[config.mk]
export PLATFORM = sky130hd
export DESIGN_NAME = multi_bank_clk_div
export DESIGN_NICKNAME = d
export VERILOG_FILES = /design/src/rtl/cdiv_pkg.sv /design/src/rtl/cdiv_tick_src.sv /design/src/rtl/cdiv_ctrl.sv /design/src/rtl/cdiv_chain.sv /design/src/rtl/multi_bank_clk_div.sv
export SDC_FILE = /design/constraint.sdc
export NUM_CORES = 1
export LEC_CHECK = 0
export BUFFER_PORTS_ARGS = -buffer_cell sky130_fd_sc_hd__clkbuf_2
export CORE_MARGIN = 4
export CORE_UTILIZATION = 55
export CTS_CLUSTER_DIAMETER = 80
export DETAILED_ROUTE_END_ITERATION = 6
export PLACE_DENSITY_LB_ADDON = 0.12
export SETUP_SLACK_MARGIN = 0.2
export SYNTH_ARGS = -nofsm -noshare
export SYNTH_HDL_FRONTEND = slang
export SYNTH_SLANG_ARGS = --single-unit
[constraint.sdc]
create_clock -name clk_i -period 2.6 [get_ports clk_i]
set_clock_uncertainty 0.15 [all_clocks]
set_input_delay 0.39 -clock clk_i [delete_from_list [all_inputs] [get_ports clk_i]]
set_output_delay 0.39 -clock clk_i [all_outputs]
set_load 0.01 [all_outputs]
[src/rtl/cdiv_pkg.sv]
package cdiv_pkg;

  localparam int NUM_CH = 4;
  localparam int CH_A   = 0;
  localparam int CH_B   = 1;
  localparam int CH_C   = 2;
  localparam int CH_FB  = 3;
  localparam int MAX_PRE = 4;

  typedef struct packed {
    logic       pre;
    logic       a;
    logic       b;
    logic       c;
    logic [1:0] fb;
  } cdiv_cfg_t;

  function automatic int pre_ratio(input logic s);
    return s ? 4 : 2;
  endfunction

  function automatic int post_ratio(input int ch, input cdiv_cfg_t cfg);
    int r;
    case (ch)
      CH_A:    r = cfg.a ? 4 : 2;
      CH_B:    r = cfg.b ? 4 : 2;
      CH_C:    r = cfg.c ? 6 : 4;
      default: begin
        case (cfg.fb)
          2'd0:    r = 4;
          2'd1:    r = 8;
          2'd2:    r = 6;
          default: r = 12;
        endcase
      end
    endcase
    return r;
  endfunction

  function automatic int gcd(input int x, input int y);
    int a = x;
    int b = y;
    int t;
    while (b != 0) begin
      t = a % b;
      a = b;
      b = t;
    end
    return a;
  endfunction

  function automatic cdiv_cfg_t code_cfg(input int k);
    cdiv_cfg_t c;
    c    = '0;
    c.a  = k[0];
    c.b  = k[0];
    c.c  = k[0];
    c.fb = k[1:0];
    return c;
  endfunction

  // common period of all post-divides, in prescaled ticks
  function automatic int calc_align();
    int l = 1;
    int p;
    for (int ch = 0; ch < NUM_CH; ch++) begin
      for (int k = 0; k < 4; k++) begin
        p = post_ratio(ch, code_cfg(k));
        l = (l / gcd(l, p)) * p;
      end
    end
    return l;
  endfunction

  function automatic int calc_max_post();
    int m = 0;
    for (int ch = 0; ch < NUM_CH; ch++) begin
      for (int k = 0; k < 4; k++) begin
        if (post_ratio(ch, code_cfg(k)) > m) m = post_ratio(ch, code_cfg(k));
      end
    end
    return m;
  endfunction

  localparam int ALIGN_LEN = calc_align();
  localparam int MAX_POST  = calc_max_post();

endpackage

[src/rtl/cdiv_tick_src.sv]
module cdiv_tick_src #(
  parameter int SYNC_STAGES = 2
) (
  input  logic clk_i,
  input  logic rst_ni,
  input  logic fast_src_i,
  input  logic ref_sel_i,
  input  logic ref0_i,
  input  logic ref1_i,
  output logic tick_o
);
  localparam int MSB = SYNC_STAGES - 1;

  logic [MSB:0] sync_q;
  logic         prev_q;
  logic         ref_mux;

  assign ref_mux = ref_sel_i ? ref1_i : ref0_i;

  always_ff @(posedge clk_i or negedge rst_ni) begin
    if (!rst_ni) begin
      sync_q <= '0;
      prev_q <= 1'b0;
    end else begin
      sync_q <= {sync_q[MSB-1:0], ref_mux};
      prev_q <= sync_q[MSB];
    end
  end

  assign tick_o = fast_src_i | (sync_q[MSB] & ~prev_q);

endmodule

[src/rtl/cdiv_ctrl.sv]
module cdiv_ctrl
  import cdiv_pkg::*;
#(
  parameter int ALIGN = ALIGN_LEN
) (
  input  logic      clk_i,
  input  logic      rst_ni,
  input  logic      run_i,
  input  logic      base_tick_i,
  input  cdiv_cfg_t cfg_i,
  output cdiv_cfg_t cfg_o,
  output logic      pre_tick_o,
  output logic      restart_o,
  output logic      align_o,
  output logic      oe_o
);
  localparam int PRE_W = $clog2(MAX_PRE);
  localparam int AL_W  = $clog2(ALIGN);

  logic             fresh_q;
  logic [PRE_W-1:0] pre_cnt_q;
  logic [AL_W-1:0]  align_q;
  cdiv_cfg_t        cfg_q;
  logic             oe_q;
  logic             pre_last, al_last, pre_tick, load;

  assign pre_last = pre_cnt_q == PRE_W'(pre_ratio(cfg_q.pre) - 1);
  assign al_last  = align_q == AL_W'(ALIGN - 1);
  assign pre_tick = base_tick_i & (fresh_q | pre_last);
  assign load     = pre_tick & (fresh_q | al_last);

  always_ff @(posedge clk_i or negedge rst_ni) begin
    if (!rst_ni) begin
      fresh_q   <= 1'b1;
      pre_cnt_q <= '0;
      align_q   <= '0;
      cfg_q     <= '0;
      oe_q      <= 1'b0;
    end else begin
      oe_q <= run_i;
      if (!run_i) begin
        fresh_q   <= 1'b1;
        pre_cnt_q <= '0;
        align_q   <= '0;
      end else if (base_tick_i) begin
        fresh_q   <= 1'b0;
        pre_cnt_q <= pre_tick ? '0 : pre_cnt_q + 1'b1;
        if (pre_tick) align_q <= load ? '0 : align_q + 1'b1;
        if (load) cfg_q <= cfg_i;
      end
    end
  end

  assign cfg_o      = cfg_q;
  assign pre_tick_o = pre_tick;
  assign restart_o  = fresh_q;
  assign align_o    = load;
  assign oe_o       = oe_q;

  AST_PRE_BOUND: assert property (@(posedge clk_i) disable iff (!rst_ni)
    32'(pre_cnt_q) < pre_ratio(cfg_q.pre));
  AST_ALIGN_BOUND: assert property (@(posedge clk_i) disable iff (!rst_ni)
    32'(align_q) < ALIGN);

endmodule

[src/rtl/cdiv_chain.sv]
module cdiv_chain #(
  parameter int CNT_W = 4
) (
  input  logic             clk_i,
  input  logic             rst_ni,
  input  logic             run_i,
  input  logic             tick_i,
  input  logic             restart_i,
  input  logic             align_i,
  input  logic [CNT_W-1:0] post_i,
  input  logic             stop_req_i,
  output logic             clk_o
);
  logic [CNT_W-1:0] cnt_q, cnt_n, half;
  logic             lvl_q, lvl_n, gate_q, gate_n, out_q;
  logic             wrap;

  assign wrap  = restart_i | (cnt_q == post_i - 1'b1);
  assign cnt_n = wrap ? '0 : cnt_q + 1'b1;
  assign half  = post_i >> 1;
  assign lvl_n = cnt_n < half;

  // set only from a low half, clear only at a period start
  assign gate_n = gate_q ? ~(wrap & ~stop_req_i) : (stop_req_i & ~lvl_q);

  always_ff @(posedge clk_i or negedge rst_ni) begin
    if (!rst_ni) begin
      cnt_q  <= '0;
      lvl_q  <= 1'b0;
      gate_q <= 1'b0;
      out_q  <= 1'b0;
    end else if (!run_i) begin
      cnt_q  <= '0;
      lvl_q  <= 1'b0;
      gate_q <= 1'b0;
      out_q  <= 1'b0;
    end else if (tick_i) begin
      cnt_q  <= cnt_n;
      lvl_q  <= lvl_n;
      gate_q <= gate_n;
      out_q  <= lvl_n & ~gate_n;
    end
  end

  assign clk_o = out_q;

  AST_ALIGN_WRAP: assert property (@(posedge clk_i) disable iff (!rst_ni)
    (run_i && tick_i && align_i) |-> wrap);
  AST_RISE_AT_START: assert property (@(posedge clk_i) disable iff (!rst_ni)
    $rose(out_q) |-> (cnt_q == '0));
  AST_NO_CUT_HIGH: assert property (@(posedge clk_i) disable iff (!rst_ni)
    $fell(out_q) |-> $fell(lvl_q));
  AST_OUT_WITHIN_LVL: assert property (@(posedge clk_i) disable iff (!rst_ni)
    out_q |-> lvl_q);

endmodule

[src/rtl/multi_bank_clk_div.sv]
module multi_bank_clk_div
  import cdiv_pkg::*;
#(
  parameter int SYNC_STAGES = 2
) (
  input  logic       clk_i,
  input  logic       rst_ni,
  input  logic       run_i,
  input  logic       fast_src_i,
  input  logic       ref_sel_i,
  input  logic       ref0_i,
  input  logic       ref1_i,
  input  logic       pre_sel_i,
  input  logic       sel_a_i,
  input  logic       sel_b_i,
  input  logic       sel_c_i,
  input  logic [1:0] fb_sel_i,
  input  logic       stop_ni,
  output logic       bank_a_o,
  output logic       bank_b_o,
  output logic       bank_c_o,
  output logic       fb_o,
  output logic       pad_oe_o
);
  localparam int CNT_W = $clog2(MAX_POST + 1);

  logic              base_tick, pre_tick, restart, align;
  cdiv_cfg_t         cfg_in, cfg_q;
  logic [NUM_CH-1:0] ch_clk;

  assign cfg_in = '{pre: pre_sel_i, a: sel_a_i, b: sel_b_i, c: sel_c_i, fb: fb_sel_i};

  cdiv_tick_src #(.SYNC_STAGES(SYNC_STAGES)) u_tick_src (
    .clk_i      (clk_i),
    .rst_ni     (rst_ni),
    .fast_src_i (fast_src_i),
    .ref_sel_i  (ref_sel_i),
    .ref0_i     (ref0_i),
    .ref1_i     (ref1_i),
    .tick_o     (base_tick)
  );

  cdiv_ctrl #(.ALIGN(ALIGN_LEN)) u_ctrl (
    .clk_i       (clk_i),
    .rst_ni      (rst_ni),
    .run_i       (run_i),
    .base_tick_i (base_tick),
    .cfg_i       (cfg_in),
    .cfg_o       (cfg_q),
    .pre_tick_o  (pre_tick),
    .restart_o   (restart),
    .align_o     (align),
    .oe_o        (pad_oe_o)
  );

  for (genvar ch = 0; ch < NUM_CH; ch++) begin : g_chain
    logic [CNT_W-1:0] post;
    logic             stop_req;
    assign post     = CNT_W'(post_ratio(ch, cfg_q));
    assign stop_req = (ch != CH_FB) && !stop_ni;

    cdiv_chain #(.CNT_W(CNT_W)) u_chain (
      .clk_i      (clk_i),
      .rst_ni     (rst_ni),
      .run_i      (run_i),
      .tick_i     (pre_tick),
      .restart_i  (restart),
      .align_i    (align),
      .post_i     (post),
      .stop_req_i (stop_req),
      .clk_o      (ch_clk[ch])
    );
  end

  assign bank_a_o = ch_clk[CH_A];
  assign bank_b_o = ch_clk[CH_B];
  assign bank_c_o = ch_clk[CH_C];
  assign fb_o     = ch_clk[CH_FB];

endmodule

==> metrics.md <==
| Metric | Value |
|---|---|
| Setup slack, reg-to-reg | `~0.3 ns` |
| GP Congestion | `0.789` |
| Pleak | `1.34 nW` |
| Post-synthesis cell type with the largest combined area | `dfrtp_1` |
| Fin crit period | `between 2 and 2.5 ns` |
| Buf/Inv on CP | `1` |
| Clk pwr share | `0.271` |
| CP max-delay cell | `dfrtp_2` |
| Max-slew violations | `0` |
| Post-place setup slack | `roughly 0.22 ns` |
| Measured slew at the worst slew-check pin | `around 0.85 ns` |
| Seq/Total Area, Yosys | `0.451` |
| DRT iter0 DRCs | `between 60 and 70` |
| # fillers | `357` |
| Crit path launch type | `register` |
| Simple-Gate Fraction of Synth Area | `0.107` |
| FMAX | `roughly 0.44 GHz` |
| Vias in the first global route | `1640` |
| H-tree levels | `2` |
| VDD IR-drop max | `about 0.0004 V` |
| CTS root buf | `clkbuf_8` |
| Setup CP Type | `register to register` |
| Die Wd | `between 70 and 80 um` |
| M2 GR Usage | `0.289` |
| Grt total ovfl | `0` |
| Worst setup margin | `~0.3 ns` |
| Switching part of the total | `0.300` |
| Initial core utilization | `0.570` |
| Adder-cell share of the synthesized area | `0.0701` |
| Overall Global Routing Usage | `0.187` |
| Port Buffers | `18` |
| Initial antenna violation count | `0` |
| RSZ-0062 raised after global routing | `yes` |
| FP Rows | `24` |
| Share of cells above drive strength 1 | `0.243` |
| Largest net degree at the start of global routing | `37` |
| Diodes inserted | `0` |
| DRT antenna net count | `0` |
| Wire length per cell | `around 16 um` |
| Final WL | `roughly 4.8 mm` |
| Post-synth top flop | `dfrtp_1` |
| Worst-Skew Late Latency | `approximately 0.30 ns` |
| TritonCTS Buffers | `5` |
| Sw Pwr | `approximately 0.47 mW` |
| Post-Synth XOR/XNOR Area | `0.0380` |
| CTS Sinks | `45` |
| Setup-failing EPs final | `0` |
| Die ar. | `5690 um2` |
| Cell Chain, Critical Path | `inv_1, ha_1, xor2_1, a41o_1, nor2_2, ha_1, a21o_1, a211oi_1, a22o_1` |
| Clock Path Buffers | `2` |
| Ports | `19` |
| Cell count after synthesis | `roughly 220` |
| Min-delay src | `ref1_i` |
| Min-Delay Path Depth | `2` |
| Mapped cell area | `around 2500 um2` |
| Top cell family by delay on the critical path | `compound AO/OA/AOI/OAI gates` |
| Synth Area in Compound Gates | `0.227` |
| Count leader, synth | `dfrtp_1` |
| Final nets | `~270` |
| DRC Markers | `0` |
| CP Max Fanout | `6` |
| Fin crit share | `0.882` |
| Met1 usage | `0.264` |
| Pre-Repair DR Iteration Count | `4` |
| Syn_area_per_cell | `roughly 11 um2` |
| Slew headroom | `0.434` |
| CP arrival | `between 2 and 2.5 ns` |
| Outcome | `finished clean` |
| EDFF count, synth | `0` |
| Delay of the slowest cell on the worst path | `about 0.42 ns` |
| Most frequent CP cell | `ha_1` |
| Hold_ws | `between 0.15 and 0.2 ns` |
| Layout area overhead | `9.76%` |
| Synth async-reset ratio | `1.00` |
| Final Cell Area | `roughly 2700 um2` |
| Top cells by count, synth | `44 x dfrtp_1, 14 x ha_1, 13 x inv_1` |
| Combinational power share | `0.205` |
| Via count | `between 1500 and 2000` |
| Half-perimeter wire length after placement | `3.29 mm` |
| Cell-internal power | `approximately 1.1 mW` |
| Final Hold Vio Count | `0` |
| Worst r2r src | `u_ctrl.cfg_o[0]` |
| Worst EP required | `2.69 ns` |
| Area after DPL | `roughly 2600 um2` |
| Top-area cell type share of the netlist area | `0.440` |
| Clk slew on worst S/H paths | `0.09 ns` |
| Worst Hold Class | `primary input to register` |
| P per Cell Area | `around 570 nW/um2` |
| CP endpoint kind | `register` |
| Ys Warns | `0` |
| Top cells by area, synth | `dfrtp_1 44%, ha_1 7.0%, mux2_2 4.1%, a21o_1 3.0%, xor2_1 2.1%` |
| Top Usage Layer GRT | `met2` |
| Die height | `between 70 and 80 um` |
| R2R Path End | `g_chain[3].u_chain.clk_o` |
| Hold EP | `u_tick_src.sync_q[0]` |
| FF+latch count, synth | `45` |
| Syn_nets | `around 250` |
| Multiplexer area fraction after synthesis | `0.0606` |
| CTS tree | `built` |
| Setup TNS | `0 ns` |
| Flop pwr share | `0.524` |
| First-pass GRT wire length | `roughly 8 mm` |
| Core area | `~4400 um2` |
| Largest family of logic cells by synthesized area | `compound AO/OA/AOI/OAI gates` |
| Max cap viols | `0` |
| Register-to-Register Path Depth | `9` |
| Vias per cell | `roughly 6` |
| Synth cell types | `58` |
| Grt met3 use | `0.0356` |
## how the worst max path moves through the flow
stage,to,from,slack [ns],cells past startpoint
2_1_floorplan,g_chain[3].u_chain.clk_o,u_ctrl.cfg_o[0],0.36,9
3_3_place_gp,g_chain[3].u_chain.clk_o,u_ctrl.cfg_o[0],0.27,9
3_5_place_dp,g_chain[3].u_chain.clk_o,u_ctrl.cfg_o[0],0.22,9
4_1_cts,g_chain[3].u_chain.clk_o,u_ctrl.cfg_o[0],0.21,9
5_1_grt,g_chain[3].u_chain.clk_o,u_ctrl.cfg_o[0],0.20,9
6_report,g_chain[3].u_chain.clk_o,u_ctrl.cfg_o[0],0.31,9
## power by group through the flow
stage / clock network (mW) / logic [mW] / registers [mW]
final: 0.427 / 0.323 / 0.826
after global routing: 0.473 / 0.365 / 0.838
after CTS: 0.442 / 0.320 / 0.825
after detailed placement: 0 / 0.319 / 0.839
after global placement: 0 / 0.310 / 0.838
after floorplan: 0 / 0.244 / 0.822
## cells in the final DEF, fill, tap and decap left out, drive strengths merged, types with 3 or more instances in the layout
cell and n:
a211oi 3, a21o 10, a21oi 10, a22o 10, buf 7, clkbuf 23
dfrtp 44, ha 14, inv 13, mux2 9, mux2i 5, nand2 6
nand2b 4, nand3 6, nor2 11, nor2b 5, nor3 3, nor4b 3
o21a 3, o21ai 4, o21bai 3, o22ai 3, xnor2 4, xor2 6
## sequential cells by signal, indices dropped and copies added (netlist names)
register,flops
g_chain.u_chain.clk_o,4
g_chain.u_chain.cnt_q,16
g_chain.u_chain.gate_q,4
g_chain.u_chain.lvl_q,3
u_ctrl.align_q,5
u_ctrl.cfg_o,6
u_ctrl.oe_o,1
u_ctrl.pre_cnt_q,2
u_ctrl.restart_o,1
u_tick_src.prev_q,1
u_tick_src.sync_q,2
## metrics by stage
| stage | util | power [mW] | instances |
|---|---|---|---|
| 5_1_grt | 0.626 | 1.68 | 299 |
| 4_1_cts | 0.622 | 1.59 | 298 |
| 3_3_place_gp | 0.600 | 1.15 | 289 |
| 6_report | 0.626 | 1.58 | 299 |
| 2_1_floorplan | - | 1.07 | 223 |
| 3_5_place_dp | 0.600 | 1.16 | 289 |
## routing by layer
layer	vias to the layer above	part of all wire	routed length, um
met5	-	0	0
met4	0	0.010	48
met3	4	0.030	142
met2	28	0.45	2160
met1	894	0.51	2440
li1	868	-	-
## cell families after synthesis
family,count (synthesis)
compound gates,69
xor+xnor,10
fa+ha+maj,14
buf+inv,23
flops,45
mux,14
simple gates,48
## cell type report
cell class / count / area (um2) / area share
clock buffers: 5 / 68.8 / 0.0251
clock inverters: 3 / 17.5 / 0.00638
inverters: 13 / 48.8 / 0.0178
multi-input cells: 155 / 1260 / 0.459
flip-flops and latches: 45 / 1130 / 0.413
well taps: 52 / 65.1 / 0.0237
repair buffers: 26 / 153 / 0.0556
## timing repair
action                                  CTS  global route
endpoints found under the setup margin    0             2
setup buffers                             0             1
gates resized for setup                   0             3
hold buffers                              1             0
endpoints found under the hold margin     9             0
Power figures use the tool's default switching activity.
